### src/rtl/mdio_pkg.sv
package mdio_pkg;
    localparam logic [7:0] CMD_OFS  = 8'hCC;
    localparam logic [7:0] DATA_OFS = 8'hD0;
    localparam int FRAME_BITS = 64;
    localparam int IDX_W      = $clog2(FRAME_BITS);
    localparam int TA_IDX     = 46;
    localparam int RDAT_IDX   = 48;
    localparam int BUSY_BIT   = 15;

    typedef struct packed {
        logic [15:0] wdata;
        logic        busy;
        logic [2:0]  spare;
        logic        rd_req;
        logic        wr_req;
        logic [4:0]  phy;
        logic [4:0]  regad;
    } cmd_word_t;

    typedef enum logic [1:0] {
        ENG_IDLE  = 2'd0,
        ENG_SHIFT = 2'd1,
        ENG_DONE  = 2'd2
    } eng_state_t;
endpackage

### src/rtl/mdio_clk_gen.sv
module mdio_clk_gen #(
    parameter int HALF_CYC = 4
) (
    input  logic clk,
    input  logic rst_n,
    input  logic run,
    output logic mdc,
    output logic rise_tick,
    output logic fall_tick
);
    localparam int CW = (HALF_CYC > 1) ? $clog2(HALF_CYC) : 1;
    localparam logic [CW-1:0] CNT_MAX = CW'(HALF_CYC - 1);

    logic [CW-1:0] cnt_q;
    logic          wrap;

    assign wrap      = run && (cnt_q == CNT_MAX);
    assign rise_tick = wrap && !mdc;
    assign fall_tick = wrap && mdc;

    always_ff @(posedge clk or negedge rst_n) begin
        if (!rst_n) begin
            cnt_q <= '0;
            mdc   <= 1'b0;
        end else if (!run) begin
            cnt_q <= '0;
            mdc   <= 1'b0;
        end else if (wrap) begin
            cnt_q <= '0;
            mdc   <= ~mdc;
        end else begin
            cnt_q <= cnt_q + 1'b1;
        end
    end


    mdc_idle_low_chk: assert property (@(posedge clk) disable iff (!rst_n)
        !run |=> !mdc);
endmodule

### src/rtl/mdio_frame_eng.sv
module mdio_frame_eng
    import mdio_pkg::*;
(
    input  logic        clk,
    input  logic        rst_n,
    input  logic        start,
    input  cmd_word_t   cmd,
    input  logic        rise_tick,
    input  logic        fall_tick,
    input  logic        mdio_i,
    output logic        active,
    output logic        done,
    output logic        done_rd,
    output logic [15:0] rd_val,
    output logic        mdio_o,
    output logic        mdio_oe
);
    localparam logic [IDX_W-1:0] LAST_IDX = IDX_W'(FRAME_BITS - 1);

    eng_state_t             state_q, state_d;
    logic [FRAME_BITS-1:0]  sh_q;
    logic [IDX_W-1:0]       idx_q;
    logic                   is_rd_q;
    logic [15:0]            rdat_q;
    logic                   valid_op;

    assign valid_op = cmd.wr_req ^ cmd.rd_req;

    always_comb begin
        state_d = state_q;
        unique case (state_q)
            ENG_IDLE:  if (start) state_d = valid_op ? ENG_SHIFT : ENG_DONE;
            ENG_SHIFT: if (fall_tick && idx_q == LAST_IDX) state_d = ENG_DONE;
            ENG_DONE:  state_d = ENG_IDLE;
            default:   state_d = ENG_IDLE;
        endcase
    end

    always_ff @(posedge clk or negedge rst_n) begin
        if (!rst_n) state_q <= ENG_IDLE;
        else        state_q <= state_d;
    end

    always_ff @(posedge clk or negedge rst_n) begin
        if (!rst_n) begin
            sh_q    <= '0;
            idx_q   <= '0;
            is_rd_q <= 1'b0;
            rdat_q  <= '0;
        end else if (state_q == ENG_IDLE && start) begin
            sh_q    <= {32'hFFFF_FFFF, 2'b01,
                        cmd.rd_req ? 2'b10 : 2'b01,
                        cmd.phy, cmd.regad,
                        cmd.rd_req ? 2'b11 : 2'b10,
                        cmd.rd_req ? 16'hFFFF : cmd.wdata};
            idx_q   <= '0;
            is_rd_q <= cmd.rd_req & ~cmd.wr_req;
            rdat_q  <= '0;
        end else if (state_q == ENG_SHIFT) begin
            if (rise_tick && is_rd_q && idx_q >= IDX_W'(RDAT_IDX))
                rdat_q <= {rdat_q[14:0], mdio_i};
            if (fall_tick) begin
                sh_q  <= {sh_q[FRAME_BITS-2:0], 1'b0};
                idx_q <= idx_q + 1'b1;
            end
        end
    end

    always_comb begin
        active  = (state_q == ENG_SHIFT);
        done    = (state_q == ENG_DONE);
        done_rd = done && is_rd_q;
        rd_val  = rdat_q;
        mdio_o  = sh_q[FRAME_BITS-1];
        mdio_oe = active && (!is_rd_q || idx_q < IDX_W'(TA_IDX));
    end


    mdio_on_fall_chk: assert property (@(posedge clk) disable iff (!rst_n)
        (state_q == ENG_SHIFT && !fall_tick) |=> $stable(mdio_o));
endmodule

### src/rtl/mdio_regs.sv
module mdio_regs
    import mdio_pkg::*;
#(
    parameter int ADDR_W = 8
) (
    input  logic              clk,
    input  logic              rst_n,
    input  logic              bus_wr,
    input  logic [ADDR_W-1:0] bus_waddr,
    input  logic [31:0]       bus_wdata,
    input  logic [ADDR_W-1:0] bus_raddr,
    output logic [31:0]       bus_rdata,
    input  logic              eng_active,
    input  logic              eng_done,
    input  logic              eng_done_rd,
    input  logic [15:0]       eng_rd_val,
    output logic              start,
    output cmd_word_t         cmd,
    output logic              busy
);
    logic [31:0] cmd_q;
    logic [15:0] data_q;
    logic        wr_cmd, wr_data;

    assign wr_cmd  = bus_wr && (bus_waddr == ADDR_W'(CMD_OFS));
    assign wr_data = bus_wr && (bus_waddr == ADDR_W'(DATA_OFS));
    assign busy    = cmd_q[BUSY_BIT];
    assign cmd     = cmd_word_t'(bus_wdata);
    assign start   = wr_cmd && !busy && bus_wdata[BUSY_BIT];

    always_ff @(posedge clk or negedge rst_n) begin
        if (!rst_n) begin
            cmd_q <= '0;
        end else if (wr_cmd && !busy) begin
            cmd_q <= bus_wdata;
        end else if (eng_done) begin
            cmd_q[BUSY_BIT] <= 1'b0;
        end
    end

    always_ff @(posedge clk or negedge rst_n) begin
        if (!rst_n)           data_q <= 16'hFFFF;
        else if (eng_done_rd) data_q <= eng_rd_val;
        else if (wr_data)     data_q <= bus_wdata[15:0];
    end

    always_comb begin
        if (bus_raddr == ADDR_W'(CMD_OFS))       bus_rdata = cmd_q;
        else if (bus_raddr == ADDR_W'(DATA_OFS)) bus_rdata = {16'h0000, data_q};
        else                                     bus_rdata = '0;
    end


    busy_while_frame_chk: assert property (@(posedge clk) disable iff (!rst_n)
        eng_active |-> busy);

    done_only_busy_chk: assert property (@(posedge clk) disable iff (!rst_n)
        eng_done |-> busy);

    cmd_ignored_chk: assert property (@(posedge clk) disable iff (!rst_n)
        (busy && wr_cmd && !eng_done) |=> (cmd_q == $past(cmd_q)));
endmodule

### src/rtl/mdio_cmd_ctrl.sv
module mdio_cmd_ctrl
    import mdio_pkg::*;
#(
    parameter int ADDR_W   = 8,
    parameter int MDC_HALF = 4
) (
    input  logic              clk,
    input  logic              rst_n,
    input  logic              bus_wr,
    input  logic [ADDR_W-1:0] bus_waddr,
    input  logic [31:0]       bus_wdata,
    input  logic [ADDR_W-1:0] bus_raddr,
    output logic [31:0]       bus_rdata,
    output logic              mdc,
    output logic              mdio_o,
    output logic              mdio_oe,
    input  logic              mdio_i
);
    cmd_word_t   cmd;
    logic        start, busy;
    logic        eng_active, eng_done, eng_done_rd;
    logic [15:0] eng_rd_val;
    logic        rise_tick, fall_tick;

    mdio_regs #(.ADDR_W(ADDR_W)) u_regs (
        .clk(clk), .rst_n(rst_n),
        .bus_wr(bus_wr), .bus_waddr(bus_waddr), .bus_wdata(bus_wdata),
        .bus_raddr(bus_raddr), .bus_rdata(bus_rdata),
        .eng_active(eng_active), .eng_done(eng_done),
        .eng_done_rd(eng_done_rd), .eng_rd_val(eng_rd_val),
        .start(start), .cmd(cmd), .busy(busy)
    );

    mdio_clk_gen #(.HALF_CYC(MDC_HALF)) u_clk (
        .clk(clk), .rst_n(rst_n), .run(eng_active),
        .mdc(mdc), .rise_tick(rise_tick), .fall_tick(fall_tick)
    );

    mdio_frame_eng u_eng (
        .clk(clk), .rst_n(rst_n), .start(start), .cmd(cmd),
        .rise_tick(rise_tick), .fall_tick(fall_tick), .mdio_i(mdio_i),
        .active(eng_active), .done(eng_done), .done_rd(eng_done_rd),
        .rd_val(eng_rd_val), .mdio_o(mdio_o), .mdio_oe(mdio_oe)
    );


    idle_pins_quiet_chk: assert property (@(posedge clk) disable iff (!rst_n)
        !busy |-> (!mdc && !mdio_oe));
endmodule

### config.mk
export PLATFORM = sky130hd
export DESIGN_NAME = mdio_cmd_ctrl
export DESIGN_NICKNAME = d
export VERILOG_FILES = /design/src/rtl/mdio_pkg.sv /design/src/rtl/mdio_clk_gen.sv /design/src/rtl/mdio_frame_eng.sv /design/src/rtl/mdio_regs.sv /design/src/rtl/mdio_cmd_ctrl.sv
export SDC_FILE = /design/constraint.sdc
export NUM_CORES = 1
export LEC_CHECK = 0
export ABC_AREA = 1
export BUFFER_PORTS_ARGS = -buffer_cell sky130_fd_sc_hd__buf_4
export CORE_MARGIN = 4
export CORE_UTILIZATION = 35
export CTS_BUF_LIST = sky130_fd_sc_hd__clkbuf_4 sky130_fd_sc_hd__clkbuf_8
export CTS_CLUSTER_SIZE = 14
export DETAILED_ROUTE_END_ITERATION = 8
export MAX_ROUTING_LAYER = met4
export PLACE_DENSITY_LB_ADDON = 0.2
export SLEW_MARGIN = 20
export SYNTH_ARGS = -nofsm -noshare
export SYNTH_HDL_FRONTEND = slang
export SYNTH_SLANG_ARGS = --single-unit
### constraint.sdc
create_clock -name clk -period 1.7 [get_ports clk]
set_input_delay 0.085 -clock clk [delete_from_list [all_inputs] [get_ports clk]]
set_output_delay 0.085 -clock clk [all_outputs]
set_load 0.01 [all_outputs]
==> impl_metrics.env <==
export IMPL_whs_ns=0.1113
export IMPL_hold_path_class="input port to flip-flop"
export IMPL_grt_max_degree=77
export IMPL_port_buffers=86
export IMPL_path_buf_inv=1
export IMPL_drt_pass1_iter_count=5
export IMPL_grt_setup_unrepaired="false"
export IMPL_yosys_cell_count_top_type="nand2_1"
export IMPL_crit_type="flip-flop to output port"
export IMPL_ir_worst_vdd_mv=0.4675
export IMPL_ant_nets=0
export IMPL_die_x_um=146.9
export IMPL_worstPathRequired_ns=1.62
export IMPL_viasPerCell=4.782
export IMPL_fmax_mhz=621.3
export IMPL_path_clk_slew_ns=0.08
export IMPL_gp_congestion=0.8348
export IMPL_die_area_um2=21570
export IMPL_crit_path_start="u_regs.data_q[0]"
export IMPL_wl_per_cell_um=14.59
export IMPL_num_vias=6020
export IMPL_yosysSeqAreaShare_pct=52.20
export IMPL_cts_tree="yes"
export IMPL_final_area_um2=8568
export IMPL_power_density_nw_per_um2=756.2
export IMPL_drv_cap=0
export IMPL_min_from="bus_waddr[5]"
export IMPL_period_share_pct=94.68
export IMPL_drive_above_1_share_pct=17.72
export IMPL_die_h_um=146.9
export IMPL_cts_buffers_inserted=17
export IMPL_dpl_cell_area_um2=7812
export IMPL_final_util_pct=45.50
export IMPL_cts_root_buf="clkbuf_8"
export IMPL_placementRows=50
export IMPL_ios=87
export IMPL_synthTopCellsByArea="dfrtp_1 46%, nand2_1 16%, nand3_1 8.4%"
export IMPL_grt_use_total_pct=18.07
export IMPL_grt_antenna_before_repair=0
export IMPL_skew_ns=0.01239
export IMPL_setup_ws_ns=0.09051
export IMPL_arrival_ns=1.52
export IMPL_yosys_register_bits=140
export IMPL_final_setup_viol_count=0
export IMPL_clk_latency_ns=0.46
export IMPL_maxSlewHeadroom_pct=69.83
export IMPL_status="complete, no violations"
export IMPL_synth_ff_type="dfrtp_1"
export IMPL_synthesis_nets=926
export IMPL_synth_avg_cell_area_um2=7.750
export IMPL_startpoint_type="flip-flop"
export IMPL_maxSlewViolCount=0
export IMPL_crit_chain="nand2_1 -> o21ai_0 -> buf_4"
export IMPL_netlist_area_leader_share_pct=45.97
export IMPL_initial_utilization_pct=35.85
export IMPL_antenna_cells=0
export IMPL_drtIter0Drc=502
export IMPL_worst_setup_path_end_kind="output port"
export IMPL_coreArea_um2=18830
export IMPL_drc_errors=0
export IMPL_synth_common_cells="290 x nand2_1, 124 x dfrtp_1, 113 x nand3_1, 93 x inv_1, 69 x o21ai_0"
export IMPL_routed_wirelength_um=18370
export IMPL_htree_levels=4
export IMPL_async_flop_share_pct=100.0
export IMPL_layout_cells_non_filler=1259
export IMPL_synth_edf_count=0
export IMPL_dp_slack_ns=0.1610
export IMPL_cp_slowest_cell="dfstp_2"
export IMPL_r2r_start="u_eng.state_q[1]"
export IMPL_grt_pass1_vias=5841
export IMPL_synthCells=871
export IMPL_cts_sinks=140
export IMPL_ys_types=32
export IMPL_max_stage_delay_ns=0.56
export IMPL_cts_buffer_depth=2
export IMPL_p_leak_nw=4.215
export IMPL_syn_to_final_growth_pct=26.93
export IMPL_period_needed_ns=1.609
export IMPL_syn_cell_area_um2=6750
export IMPL_hold_viol=0
export IMPL_fin_nets=1041
export IMPL_yosys_warnings=0
export IMPL_worst_pin_slew_ns=0.4526
export IMPL_grt_pass1_wl_um=30730
export IMPL_path_delay_family="flip-flops"
export IMPL_yosysTopAreaCell="dfrtp_1"
export IMPL_dp_hpwl_um=12430
export IMPL_placed_cells=1191
export IMPL_p_total_mw=6.479
export IMPL_grt_overflow=0
export IMPL_fin_setup_tns_ns=0
export IMPL_crit_fanout=2
-- layout by cell type (no fill, tap or decap), types with 2 or more instances in the layout --
| master | count |
|---|---|
| nand4_1 | 30 |
| nand2_1 | 290 |
| buf_12 | 9 |
| o21ai_1 | 12 |
| o21ai_0 | 69 |
| clkinv_4 | 5 |
| inv_1 | 93 |
| nand3_1 | 113 |
| inv_2 | 2 |
| clkbuf_8 | 17 |
| nor2_1 | 38 |
| a21oi_1 | 2 |
| bufinv_16 | 2 |
| nor2_2 | 2 |
| nor3_1 | 2 |
| buf_4 | 104 |
| clkinv_2 | 6 |
| dfrtp_1 | 123 |
| ha_1 | 3 |
| dlygate4sd3_1 | 34 |
| o211ai_1 | 7 |
| buf_6 | 2 |
| nor2_4 | 2 |
| dfstp_2 | 16 |
-- power by group --
part / total [mW] / leakage, nW / switching, mW / internal [mW]
clock network: 2.65 / 0.199 / 1.35 / 1.30
registers: 3.41 / 1.57 / 0.0270 / 3.38
logic: 0.424 / 2.44 / 0.231 / 0.193
-- cells by family (layout without fill, tap and decap cells) --
group                    Yosys count  count (layout)  share of synthesized area [%]
buffers and inverters            149             277                          8.860
XOR/XNOR                           1               1                         0.1298
multiplexers                       1               1                         0.1483
AND/OR/NAND/NOR                  484             484                          30.84
adder cells (fa/ha/maj)            3               3                         0.5561
AO/OA/AOI/OAI                     93              93                          7.266
flip-flops                       140             140                          52.20
-- per-layer routing --
layer | track usage (%) | share of wire, % | vias to the layer above | wire length [µm]
met5 | - | 0 | - | 0
met4 | 5.127 | 1.4 | 0 | 251
met3 | 3.393 | 4.8 | 23 | 878
met2 | 25.93 | 44 | 143 | 8036
met1 | 26.15 | 50 | 2833 | 9208
li1 | - | - | 3021 | -
-- worst paths after layout --
check | to | slack (ns) | cells after the start
min in group asynchronous | u_eng.sh_q[13] | 0.13 | 2
worst min-delay path | u_regs.cmd_q[15] | 0.11 | 6
worst min register to register | u_clk.cnt_q[0] | 0.43 | 1
worst max-delay path | bus_rdata[0] | 0.09 | 3
worst max register to register | u_eng.sh_q[0] | 0.14 | 6
max in group asynchronous | u_regs.data_q[5] | 0.94 | 3
-- timing repair --
item | in CTS | in global routing
hold buffers | 34 | 0
setup buffers | 1 | 1
cloned | 0 | 0
endpoints found under the hold margin | 185 | 0
pin swaps | 1 | 1
setup endpoints to repair | 1 | 3
resized for setup | 1 | 3
-- tightest hold or removal path: cells and delay by family --
| kind | cells | cell delay, ns |
|---|---|---|
| and+or+nand+nor | 5 | 0.33 |
| buffers and inverters | 1 | 0.10 |
-- area by class of cell --
| type | instances | area, µm² |
|---|---|---|
| clock inverters | 15 | 150.1 |
| multi-input cells | 582 | 2650 |
| repair buffers | 149 | 1324 |
| fillers | 1876 | 10260 |
| well taps | 260 | 325.3 |
| flip-flops and latches | 140 | 3525 |
| inverters | 96 | 360.3 |
| clock buffers | 17 | 234.0 |
-- registers in the layout (all words and copies together), names as in the netlist --
register	flops
u_eng.rd_val	16
u_regs.cmd_q	32
u_eng.idx_q	6
u_clk.cnt_q	2
u_clk.mdc	1
u_eng.state_q	2
u_eng.is_rd_q	1
u_regs.data_q	16
u_eng.sh_q	64
Note: power is estimated with default switching activity, not from simulation.
